File: src/rtl/writeStatusPkg.sv
package writeStatusPkg;

  // Strobes handed from the control half to the datapath half.
  typedef struct packed {
    logic readOn;     // both strobes low this cycle
    logic readStart;  // first cycle of a new access
    logic busyRise;   // first cycle a programming cycle is seen
    logic pollMode;   // programming cycle in progress
  } pollStrb_t;

endpackage

File: src/rtl/writeStatusCtrl.sv
module writeStatusCtrl
  import writeStatusPkg::*;
(
  input  logic      clk,
  input  logic      rstN,
  input  logic      ceN,
  input  logic      oeN,
  input  logic      progBusy,
  output pollStrb_t strb
);

  logic readOnNow;
  logic readPrev;
  logic busyPrev;

  assign readOnNow = !ceN && !oeN;

  always_ff @(posedge clk or negedge rstN) begin
    if (!rstN) begin
      readPrev <= 1'b0;
      busyPrev <= 1'b0;
    end else begin
      readPrev <= readOnNow;
      busyPrev <= progBusy;
    end
  end

  always_comb begin
    strb.readOn    = readOnNow;
    strb.readStart = readOnNow && !readPrev;
    strb.busyRise  = progBusy && !busyPrev;
    strb.pollMode  = progBusy;
  end

  // a start pulse never lasts two cycles in a row
  a_r6_single_start: assert property (@(posedge clk) disable iff (!rstN)
    strb.readStart |=> !strb.readStart);

endmodule

File: src/rtl/writeStatusData.sv
module writeStatusData
  import writeStatusPkg::*;
#(
  parameter int DATA_W     = 8,
  parameter int POLL_BIT   = 7,
  parameter int TOGGLE_BIT = 6
) (
  input  logic              clk,
  input  logic              rstN,
  input  pollStrb_t         strb,
  input  logic [DATA_W-1:0] lastByte,
  input  logic [DATA_W-1:0] arrayData,
  output logic [DATA_W-1:0] dqOut,
  output logic              dqOe
);

  localparam logic [DATA_W-1:0] ALL_ZERO = '0;

  logic              toggleQ;
  logic              toggleBase;
  logic              toggleNext;
  logic [DATA_W-1:0] statusWord;
  logic [DATA_W-1:0] wordNext;

  initial begin
    assert (POLL_BIT != TOGGLE_BIT && POLL_BIT < DATA_W && TOGGLE_BIT < DATA_W)
      else $error("status bit positions invalid");
  end

  // Toggle state: cleared at cycle start, flipped on each new access while busy.
  assign toggleBase = strb.busyRise ? 1'b0 : toggleQ;
  assign toggleNext = (strb.readStart && strb.pollMode) ? !toggleBase : toggleBase;

  // Status word assembled bit by bit.
  generate
    for (genvar b = 0; b < DATA_W; b++) begin : g_status
      if (b == POLL_BIT) begin : g_poll
        assign statusWord[b] = !lastByte[b];
      end else if (b == TOGGLE_BIT) begin : g_tog
        assign statusWord[b] = toggleNext;
      end else begin : g_copy
        assign statusWord[b] = lastByte[b];
      end
    end
  endgenerate

  always_comb begin
    if (!strb.readOn)
      wordNext = ALL_ZERO;
    else if (strb.pollMode)
      wordNext = statusWord;
    else
      wordNext = arrayData;
  end

  always_ff @(posedge clk or negedge rstN) begin
    if (!rstN) begin
      toggleQ <= 1'b0;
      dqOut   <= ALL_ZERO;
      dqOe    <= 1'b0;
    end else begin
      toggleQ <= toggleNext;
      dqOut   <= wordNext;
      dqOe    <= strb.readOn;
    end
  end

  // released bus carries zeros and no drive enable
  a_r2_release: assert property (@(posedge clk) disable iff (!rstN)
    !strb.readOn |=> !dqOe && dqOut == ALL_ZERO);

  // idle reads pass the array word
  a_r3_pass: assert property (@(posedge clk) disable iff (!rstN)
    strb.readOn && !strb.pollMode |=> dqOe && dqOut == $past(arrayData));

  // polling bit is inverted during programming
  a_r4_poll_inv: assert property (@(posedge clk) disable iff (!rstN)
    strb.readOn && strb.pollMode |=> dqOut[POLL_BIT] == !$past(lastByte[POLL_BIT]));

  // new access while busy flips the toggle
  a_r6_flip: assert property (@(posedge clk) disable iff (!rstN)
    strb.readStart && strb.pollMode && !strb.busyRise |=> toggleQ != $past(toggleQ));

  // toggle holds through the rest of an access
  a_r6_hold: assert property (@(posedge clk) disable iff (!rstN)
    strb.readOn && !strb.readStart && !strb.busyRise |=> $stable(toggleQ));

  // entering a programming cycle clears the toggle
  a_r7_init: assert property (@(posedge clk) disable iff (!rstN)
    strb.busyRise && !strb.readStart |=> toggleQ == 1'b0);

endmodule

File: src/rtl/writeStatusReader.sv
module writeStatusReader
  import writeStatusPkg::*;
#(
  parameter int DATA_W     = 8,
  parameter int POLL_BIT   = 7,
  parameter int TOGGLE_BIT = 6
) (
  input  logic              clk,
  input  logic              rstN,
  input  logic              ceN,
  input  logic              oeN,
  input  logic              progBusy,
  input  logic [DATA_W-1:0] lastByte,
  input  logic [DATA_W-1:0] arrayData,
  output logic [DATA_W-1:0] dqOut,
  output logic              dqOe
);

  pollStrb_t strb;

  writeStatusCtrl i_ctrl (
    .clk      (clk),
    .rstN     (rstN),
    .ceN      (ceN),
    .oeN      (oeN),
    .progBusy (progBusy),
    .strb     (strb)
  );

  writeStatusData #(
    .DATA_W     (DATA_W),
    .POLL_BIT   (POLL_BIT),
    .TOGGLE_BIT (TOGGLE_BIT)
  ) i_data (
    .clk       (clk),
    .rstN      (rstN),
    .strb      (strb),
    .lastByte  (lastByte),
    .arrayData (arrayData),
    .dqOut     (dqOut),
    .dqOe      (dqOe)
  );

  // a sampled read turns the drive on
  a_r1_drive: assert property (@(posedge clk) disable iff (!rstN)
    (!ceN && !oeN) |=> dqOe);

endmodule

File: config.mk
export PLATFORM = sky130hd
export DESIGN_NAME = writeStatusReader
export DESIGN_NICKNAME = d
export VERILOG_FILES = /design/src/rtl/writeStatusPkg.sv /design/src/rtl/writeStatusCtrl.sv /design/src/rtl/writeStatusData.sv /design/src/rtl/writeStatusReader.sv
export SDC_FILE = /design/constraint.sdc
export NUM_CORES = 1
export LEC_CHECK = 0
export ABC_CLOCK_PERIOD_IN_PS = 840
export CAP_MARGIN = 5
export CORE_UTILIZATION = 32
export CTS_CLUSTER_DIAMETER = 50
export DETAILED_ROUTE_END_ITERATION = 16
export HOLD_SLACK_MARGIN = 0.15
export PLACE_DENSITY = 0.73
export SLEW_MARGIN = 15
export SYNTH_ARGS = -nofsm -noshare
export SYNTH_HDL_FRONTEND = slang
export SYNTH_HIERARCHICAL = 1
export SYNTH_SLANG_ARGS = --single-unit
File: constraint.sdc
create_clock -name clk -period 0.84 [get_ports clk]
set_input_delay 0.168 -clock clk [delete_from_list [all_inputs] [get_ports clk]]
set_output_delay 0.168 -clock clk [all_outputs]
set_load 0.03 [all_outputs]
# [Yosys cells after proc, flatten, opt, wreduce, memory -nomap -nowiden]
# Index checks and enable logic that the tools add are counted.
[classes] muxes=4 reduce_logical=10
[op_table] cell="8-bit 2-to-1 mux" count=2
[op_table] cell="1-bit logical NOT" count=6
[op_table] cell="1-bit logical AND" count=4
[op_table] cell="1-bit 2-to-1 mux" count=2
[totals] register_bits=11 input_bits=21 output_inout_bits=9 elab_cells=18

# [Longest topological paths before layout]
# Gate-level depths: netlist of run 1.
[depth] depth_word=7 ltp_mapped=4

# [By module]
# The synthesis of run 1 kept the hierarchy.
[modules_own_cells] module="writeStatusData" instances=1 cells_each=32 area_each_um2=424.2 seq_area_each_um2=250.2
[modules_own_cells] module="writeStatusCtrl" instances=1 cells_each=7 area_each_um2=85.1 seq_area_each_um2=50.0

# [Least setup slack after synthesis of run 1]
# OpenSTA, ideal clock, no wires.
[synth_timing] kind="reg-to-reg" start="register i_ctrl.readPrev" end="register i_data.dqOut[6]" setup_ns=0.120 t_arrival_ns=0.777 slack_ns=-0.057 path_stages_with_launch=4 n_path_buf=0 synth_period_minus_slack_ns=0.897 cell_sequence="dfrtp_1 -> nor3_2 -> nand4b_1 -> o211a_1"
[synth_lines] element="start: declaration" line="writeStatusCtrl.sv:13" text="logic readPrev;"
[synth_lines] element="start signal: assignment" line="writeStatusCtrl.sv:23" text="readPrev <= readOnNow;"
[synth_lines] element="end signal: assignment" line="writeStatusData.sv:63" text="dqOut <= wordNext;"
[synth_lines] element="end: declaration" line="writeStatusData.sv:13" text="output logic [DATA_W-1:0] dqOut,"

# [Final worst setup path of run 1]
[layout_timing] start="register i_data.dqOut[2]" end="output port dqOut[2]"
[layout_lines] element="end: declaration" line="writeStatusReader.sv:15" text="output logic [DATA_W-1:0] dqOut,"
# No word-level cell between the ends.

==> results of run 1 <==
## worst max path at each step
stage	startpoint	depth (start not counted)	slack, ns	end
4_1_cts	i_data/dqOut[2]	1	-0.12	dqOut[2]
3_5_place_dp	progBusy	4	-0.42	i_data/dqOut[6]
5_1_grt	i_data/dqOut[0]	1	-0.14	dqOut[0]
3_3_place_gp	progBusy	4	-0.41	i_data/dqOut[6]
2_1_floorplan	i_ctrl/busyPrev	3	0.007	i_data/dqOut[6]
6_report	i_data/dqOut[2]	1	-0.11	dqOut[2]
## cell type report
type | count | share of cell area [%]
timing repair buffer | 33 | 38.1
sequential | 12 | 34.7
multi-input combinational | 24 | 22.3
clock buffer | 3 | 2.60
tap | 16 | 2.32
## metal layers
metal  GRT usage [%]  part of all wire [%]  routed length, um
met5               0                     0                  0
met4            9.68                   1.5                 14
met3            1.74                   6.1                 58
met2            22.5                    54                508
met1            14.0                    39                368
## registers in the layout, summed over array words and instances, names as in the netlist
name and cells:
i_data/dqOut 8, i_ctrl/busyPrev 1, i_ctrl/readPrev 1, i_data/dqOe 1, i_data/toggleQ 1
## power breakdown
part           internal (mW)  total [mW]  leakage (nW)  switching (mW)
registers              0.611       0.628         0.158          0.0163
logic                  0.169       0.287         0.250           0.118
clock network          0.165       0.337        0.0138           0.172
total                  0.945        1.25         0.422           0.307
## cells by family (layout without fill, tap and decap cells)
group | after synthesis | after routing | synth area share, %
DFF | 12 | 12 | 59.0
muxes | 6 | 6 | 11.8
xor gates and xnor gates | 1 | 1 | 1.72
buffers and inverters | 3 | 36 | 5.16
AOI/OAI and AO/OA | 3 | 3 | 5.41
and+or+nand+nor | 14 | 14 | 17.0
## cell usage in the layout (no fill, tap or decap)
master           synthesis  final
clkdlybuf4s50_1          0     16
dfrtp_1                 12     12
buf_6                    1     10
nor2b_1                  8      7
mux2i_1                  6      6
buf_4                    2      4
clkbuf_4                 0      3
dlygate4sd2_1            0      3
nand2_1                  2      2
o211a_1                  2      2
nor2_4                   0      1
nor3_2                   1      1
nor2b_2                  0      1
xnor2_1                  1      1
nand2b_1                 1      1
nand4b_1                 1      1
o21a_1                   1      1
## cells in the mapped netlist (all sizes together)
cell / n / area, sq um
o211a: 2 / 20.0
mux2i: 6 / 60.1
nor2b: 8 / 50.1
nand2: 2 / 7.51
nor2: 1 / 3.75
nor3: 1 / 10.0
xnor2: 1 / 8.76
nand2b: 1 / 6.26
buf: 3 / 26.3
o21a: 1 / 7.51
nand4b: 1 / 8.76
dfrtp: 12 / 300
## per-stage QoR
stage	total power, mW	hold slack (ns)
5_1_grt	1.32	0.200
6_report	1.25	0.197
4_1_cts	1.27	0.194
2_1_floorplan	0.757	-0.128
3_5_place_dp	0.910	0.483
3_3_place_gp	0.907	0.481
## timing repair
action / 4_1_cts / 5_1_grt
hold buffers: 0 / 0
resized for setup: 16 / 0
setup endpoints to repair: 18 / 11
endpoints found under the hold margin: 0 / 0
pin swaps: 3 / 0
==> flow_summary_export.csv, run 1 <==
group,metric,value,unit
drt,via_count,408,
floorplan,fp.dieW,41.9,um
drt,drc,0,
drt,routed_wl,949,um
global_routing,grt_pass1_wl,1670,um
critical_path,timing.rr.start,"i_ctrl/readPrev",
finish,final_cell_count_no_fill,88,
placed_design,port-buffer-count,28,
placed_design,dp_cells,85,
critical_path,cpLargestDelayFamily,"flip-flops",
timing,post-route-min-period,0.950,ns
timing,finalHoldViolations,0,
floorplan,die_area,0.00175,sq mm
global_routing,track_usage,12.9,%
clocking,cts_tree,"done",
logic_synthesis,syn_area_per_cell,13.1,sq um
finish,multiInputGateArea,193,sq um
clocking,numCtsBuffers,3,
logic_synthesis,syn_inst,39,
timing,worst_slack,-0.110,ns
logic_synthesis,synth_warnings,6,
drt,drt-initial-drc-count,1,
critical_path,cp.arrival,0.78,ns
drt,routed_via_density,4.64,
outcome,status,"finished, violations left",
finish,nets,95,
timing,drv_slew,0,
finish,num_antenna_cells,0,
logic_synthesis,synth_cell_types,13,
global_routing,grt_pass1_vias,429,
clocking,post-cts-setup-buffers,0,
clocking,h-tree-depth,1,
timing,relSlewSlack,87.1,%
timing,worstMarginPinSlew,0.193,ns
timing,rsz0062_at_grt,"true",
timing,report.final.setup_viol,11,
critical_path,setup.worst_path.start_class,"flop",
timing,fmax,1050,MHz
global_routing,grt.overflow.total,0,
finish,fillers,131,
drt,drt_pass1_iterations,4,
floorplan,fp.dieH,41.9,um
global_routing,antenna_found_initial,0,
placed_design,dp_slack,-0.420,ns
critical_path,cpPeakStageDelay,0.38,ns
floorplan,ios,30,
clocking,clkTransAtPathRegs,0.07,ns
logic_synthesis,syn_nets,60,
finish,syn_to_final_growth,69.8,%
timing,final.period_utilization,113,%
flow_run,maxCapViolCount,0,
placed_design,placed_cell_area,798,sq um
drt,drtAntennaViolNets,0,
critical_path,r2r_end,"i_data/dqOut[6]",
worst_hold_path,hold_path.class,"primary input to async pin",
critical_path,crit_chain,"buf_6",
pwr,ir_drop,821,uV
floorplan,num_rows,14,
outcome,failed_checks,"negative setup slack",
critical_path,ff2ff_setup_slack,-0.05,ns
global_routing,grt_start_max_net_pins,13,
critical_path,reg2reg_depth,3,
critical_path,endpoint_kind,"output port",
timing,fin_tns_setup,-0.971,ns
logic_synthesis,ys_ff_latch,12,
drt,wl_per_cell,10.8,um
critical_path,required,0.67,ns
pwr,p_per_area,1450,mW/mm^2
clocking,cts_sinks,12,
pwr,leakage,0.422,nW
placed_design,place_congestion,0.635,
clocking,cts_root_buf,"clkbuf_4",
floorplan,core_area,0.00149,sq mm
timing,skew,0.000246,ns
critical_path,worstSetupPathType,"flop to output port",
critical_path,crit_fanout,1,
finish,finalInstanceArea,865,sq um
logic_synthesis,syn-cell-area,509,sq um
finish,drive_above_1_share,27.8,%
logic_synthesis,ys_seq_area_share,59.0,%
clocking,insertion_delay,0.26,ns
finish,register_area,300,sq um
critical_path,path_buf_inv,1,
critical_path,crit_path_top_delay_cell,"dfrtp_1",
clocking,cts_buffer_depth,2,
floorplan,start_util,34.2,%
finish,fin_util,58.1,%
Power figures use the tool's default switching activity.
==> run 2: changes to the inputs <==
- CORE_UTILIZATION: 32 -> 34
- CTS_BUF_LIST: unset -> sky130_fd_sc_hd__clkbuf_8
- PLACE_DENSITY: 0.73 -> 0.77
==> flow_summary_export.csv, run 2 (synthesis results as in run 1) <==
group,metric,value,unit
floorplan,start_util,37.7,%
timing,relSlewSlack,88.1,%
finish,drive_above_1_share,28.8,%
critical_path,crit_chain,"buf_6",
outcome,failed_checks,"negative setup slack",
pwr,report.power.total,1.56,mW
floorplan,num_rows,13,
clocking,h-tree-depth,1,
clocking,cts_sinks,12,
global_routing,grt_start_max_net_pins,13,
critical_path,endpoint,"dqOut[0]",
critical_path,path_buf_inv,1,
clocking,numCtsBuffers,3,
timing,finalHoldViolations,0,
finish,nets,95,
critical_path,cp.arrival,0.75,ns
critical_path,r2r_end,"i_data/dqOut[6]",
clocking,cts_buffer_depth,2,
drt,wl_per_cell,12.6,um
clocking,post-cts-setup-buffers,0,
drt,via_count,398,
finish,syn_to_final_growth,78.6,%
clocking,postCtsHoldBufs,0,
finish,layout_commonest_cell,"clkdlybuf4s50_1",
critical_path,crit_path_top_delay_cell,"dfrtp_1",
drt,drt-initial-drc-count,2,
critical_path,ff2ff_setup_slack,-0.04,ns
pwr,leakage,0.443,nW
clocking,clkTransAtPathRegs,0.06,ns
drt,routed_via_density,4.52,
timing,fin_tns_setup,-0.718,ns
floorplan,fp.dieW,40.7,um
critical_path,worstSetupPathType,"flop to output port",
pwr,p_int,1.20,mW
drt,drtAntennaViolNets,0,
placed_design,dp_hpwl,792,um
critical_path,cpPeakStageDelay,0.37,ns
floorplan,ios,30,
drt,drc,0,
critical_path,required,0.67,ns
pwr,clockPowerShare,40.4,%
pwr,p_seq_share,40.4,%
placed_design,dp_slack,-0.438,ns
placed_design,place_congestion,0.741,
critical_path,timing.rr.start,"i_ctrl/readPrev",
finish,fillers,112,
drt,routed_wl,1110,um
worst_hold_path,hold_path.class,"primary input to async pin",
timing,worst_slack,-0.0784,ns
timing,final.period_utilization,109,%
finish,largest_register_ffs,8,
critical_path,endpoint_kind,"output port",
timing,rsz0062_at_grt,"true",
critical_path,crit_path_start,"i_data/dqOut[0]",
pwr,p_per_area,1710,mW/mm^2
floorplan,fp.dieH,40.7,um
flow_run,maxCapViolCount,0,
timing,drv_slew,0,
finish,register_area,300,sq um
placed_design,dp_cells,84,
clocking,cts_root_buf,"clkbuf_8",
critical_path,crit_fanout,1,
clocking,cts_tree,"done",
finish,multiInputGateArea,194,sq um
pwr,ir_drop,1060,uV
global_routing,grt_pass1_wl,1530,um
outcome,status,"finished, violations left",
finish,final_cell_count_no_fill,88,
global_routing,track_usage,15.8,%
critical_path,reg2reg_depth,3,
timing,report.final.setup_viol,11,
pwr,switching_share,22.9,%
placed_design,port-buffer-count,28,
finish,final_cell_mix,"clkdlybuf4s50_1 (16), dfrtp_1 (12), buf_6 (10)",
timing,skew,0.000450,ns
finish,finalInstanceArea,910,sq um
critical_path,cpLargestDelayFamily,"flip-flops",
drt,drt_pass1_iterations,2,
global_routing,antenna_found_initial,0,
pwr,comb_power_share,19.2,%
finish,num_antenna_cells,0,
pwr,switching_power,0.357,mW
clocking,insertion_delay,0.24,ns
timing,fmax,1090,MHz
floorplan,core_area,0.00135,sq mm
placed_design,placed_cell_area,810,sq um
global_routing,grt.overflow.total,0,
floorplan,die_area,0.00166,sq mm
timing,post-route-min-period,0.918,ns
global_routing,grt_pass1_vias,372,
critical_path,path_depth,1,
critical_path,setup.worst_path.start_class,"flop",
finish,top_register,"i_data/dqOut",
timing,worstMarginPinSlew,0.178,ns
==> run 2: changes by cell type in the layout (fill, tap and decap cells not counted), sizes merged <==
cell | before | now
clkbuf | 3 | 4
==> run 2: metal layers <==
layer / GRT usage, % / vias to the layer above / part of all wire [%]
li1: - / 196 / -
met3: 3.26 / 2 / 6.3
met5: 0 / - / 0
met1: 15.5 / 180 / 39
met2: 27.4 / 20 / 53
met4: 15.0 / 0 / 1.7
==> run 2: cell type report <==
type / count / share of cell area (%)
clock buffers: 4 / 6.05
well taps: 15 / 2.06
multi-input cells: 24 / 21.3
flip-flops and latches: 12 / 33.0
repair buffers: 33 / 37.6
==> run 2: power groups by stage <==
stage	Combinational [mW]	Clock (mW)	Sequential (mW)
floorplan	0.0822	0	0.675
global placement	0.281	0	0.633
detailed placement	0.284	0	0.634
CTS	0.298	0.645	0.628
global route	0.320	0.675	0.632
finish	0.299	0.630	0.630
==> run 2: worst min path at each step <==
| stage | start | end | slack, ns | depth (start not counted) |
|---|---|---|---|---|
| detailed placement | rstN | i_data/toggleQ | 0.51 | 2 |
| global route | rstN | i_data/dqOe | 0.27 | 2 |
| finish | rstN | i_data/toggleQ | 0.26 | 2 |
| CTS | rstN | i_data/toggleQ | 0.26 | 2 |
| global placement | rstN | i_data/dqOut[6] | 0.51 | 2 |
| floorplan | rstN | i_ctrl/busyPrev | -0.13 | 0 |
==> run 2: per-stage QoR <==
step,hold WS [ns],utilization [%]
final,0.257,67.4
after global routing,0.268,67.4
after CTS,0.257,66.9
after detailed placement,0.512,60.0
after global placement,0.508,60.0
after floorplan,-0.128,-
==> run 2: repair_timing <==
item,CTS,global route
resized for setup,15,1
setup endpoints to repair,18,11
pin swaps,6,1
hold endpoints to repair,0,0
==> run 3: changes to the inputs <==
- ABC_CLOCK_PERIOD_IN_PS: 840 -> 1200
- CORE_AREA: unset -> 2 2 39 41
- CORE_UTILIZATION: 34 -> unset
- DIE_AREA: unset -> 0 0 41 43
- PLACE_DENSITY: 0.77 -> 0.81
- RECOVER_POWER: unset -> 25
- clock period: 0.84 -> 1.2 ns (I/O delays scaled with it)
==> flow_summary_export.csv, run 3 (synthesis results as in run 1) <==
group,metric,value,unit
global_routing,grt.overflow.total,0,
floorplan,num_rows,14,
placed_design,port-buffer-count,28,
clocking,cts_tree,"done",
critical_path,setup.worst_path.start_class,"primary input",
clocking,cts_root_buf,"clkbuf_8",
critical_path,crit_path_top_delay_cell,"clkdlybuf4s50_1",
pwr,p_per_area,1160,mW/mm^2
placed_design,dp_slack,-0.154,ns
timing,report.final.setup_viol,0,
finish,nets,95,
critical_path,crit_fanout,3,
timing,skew,0.00196,ns
critical_path,worstSetupPathType,"primary input to flop",
worst_hold_path,hold_path.class,"primary input to async pin",
finish,final_cell_mix,"clkdlybuf4s50_1 (18), buf_4 (13), dfrtp_1 (12)",
finish,drive_above_1_share,23.6,%
timing,fmax,887,MHz
floorplan,die_area,0.00176,sq mm
critical_path,endpoint_kind,"flop",
clocking,post-cts-setup-buffers,0,
finish,top_register,"i_data/dqOut",
pwr,leakage,0.415,nW
clocking,insertion_delay,0.23,ns
finish,layout_commonest_cell,"clkdlybuf4s50_1",
floorplan,fp.dieH,43,um
critical_path,required,1.32,ns
critical_path,crit_chain,"clkdlybuf4s50_1 -> nor2b_1 -> nor2b_1 -> o211a_1",
flow_run,maxCapViolCount,0,
critical_path,reg2reg_depth,3,
timing,worst_slack,0.0728,ns
clocking,numCtsBuffers,3,
timing,relSlewSlack,57.4,%
critical_path,ff2ff_setup_slack,0.19,ns
global_routing,grt_pass1_vias,386,
pwr,ir_drop,458,uV
timing,rsz0062_at_grt,"false",
finish,largest_register_ffs,8,
clocking,cts_resized,0,
drt,via_count,405,
finish,syn_to_final_growth,64.1,%
critical_path,timing.rr.start,"i_ctrl/readPrev",
timing,post-route-min-period,1.13,ns
floorplan,start_util,36.8,%
drt,routed_wl,987,um
timing,hold_ws,0.538,ns
critical_path,cp.arrival,1.25,ns
clocking,postCtsHoldBufs,0,
timing,drv_slew,0,
finish,num_antenna_cells,0,
critical_path,endpoint,"i_data/dqOut[6]",
timing,worstMarginPinSlew,0.639,ns
clocking,h-tree-depth,1,
critical_path,path_common_cell,"nor2b_1",
critical_path,r2r_end,"i_data/dqOut[6]",
clocking,cts_sinks,12,
timing,finalHoldViolations,0,
floorplan,core_area,0.00138,sq mm
drt,routed_via_density,4.60,
global_routing,grt_start_max_net_pins,13,
drt,wl_per_cell,11.2,um
global_routing,grt_pass1_wl,1520,um
clocking,cts_buffer_depth,2,
floorplan,fp.dieW,41,um
timing,final.period_utilization,93.9,%
critical_path,crit_path_start,"progBusy",
floorplan,ios,30,
clocking,clkTransAtPathRegs,0.05,ns
drt,drt-initial-drc-count,1,
finish,fillers,121,
placed_design,dp_hpwl,774,um
drt,drtAntennaViolNets,0,
drt,drc,0,
finish,finalInstanceArea,836,sq um
critical_path,cpPeakStageDelay,0.49,ns
placed_design,placed_cell_area,798,sq um
finish,fin_util,60.4,%
outcome,status,"complete, no violations",
global_routing,antenna_found_initial,0,
drt,drt_pass1_iterations,4,
global_routing,track_usage,13.3,%
placed_design,place_congestion,0.601,
-- run 3: worst min-delay path by stage --
stage | end | start | slack, ns
final | i_data/toggleQ | rstN | 0.54
after global placement | i_data/toggleQ | i_ctrl/readPrev | 0.54
after CTS | i_data/dqOut[0] | rstN | 0.30
after detailed placement | i_data/dqOut[0] | rstN | 0.55
after floorplan | i_ctrl/busyPrev | rstN | -0.06
after global routing | i_data/dqOut[0] | rstN | 0.59
-- run 3: area by class of cell --
cell class                      instances  area, sq um  area share, %
Multi-Input combinational cell         24          183           21.9
Clock buffer                            3         41.3           4.94
Timing Repair Buffer                   33          292           34.9
Tap cell                               16         20.0           2.40
Sequential cell                        12          300           35.9
-- run 3: worst max-delay path, delay by kind of cell --
kind | cells | cell delay [ns]
AO/OA/AOI/OAI | 1 | 0.22
buffers and inverters | 1 | 0.49
AND/OR/NAND/NOR | 2 | 0.28
-- run 3: routing by layer --
| metal | global-route usage (%) | part of all wire [%] | up-vias |
|---|---|---|---|
| met3 | 4.71 | 11 | 2 |
| met5 | 0 | 0 | - |
| met1 | 14.3 | 35 | 185 |
| met2 | 21.9 | 53 | 23 |
| met4 | 6.00 | 0.61 | 0 |
| li1 | - | - | 195 |
-- run 3: power breakdown --
part	switching [mW]	internal (mW)	leakage [nW]
Clock	0.124	0.219	0.0216
Sequential	0.00861	0.429	0.158
Combinational	0.0814	0.108	0.236
-- run 3: through the flow --
step                      power [mW]  setup TNS, ns  std cells
after floorplan                0.530              0         39
after global placement         0.633         -0.727         85
after detailed placement       0.637         -0.764         85
after CTS                      0.989              0         88
after global routing            1.02              0         88
final                          0.971              0         88
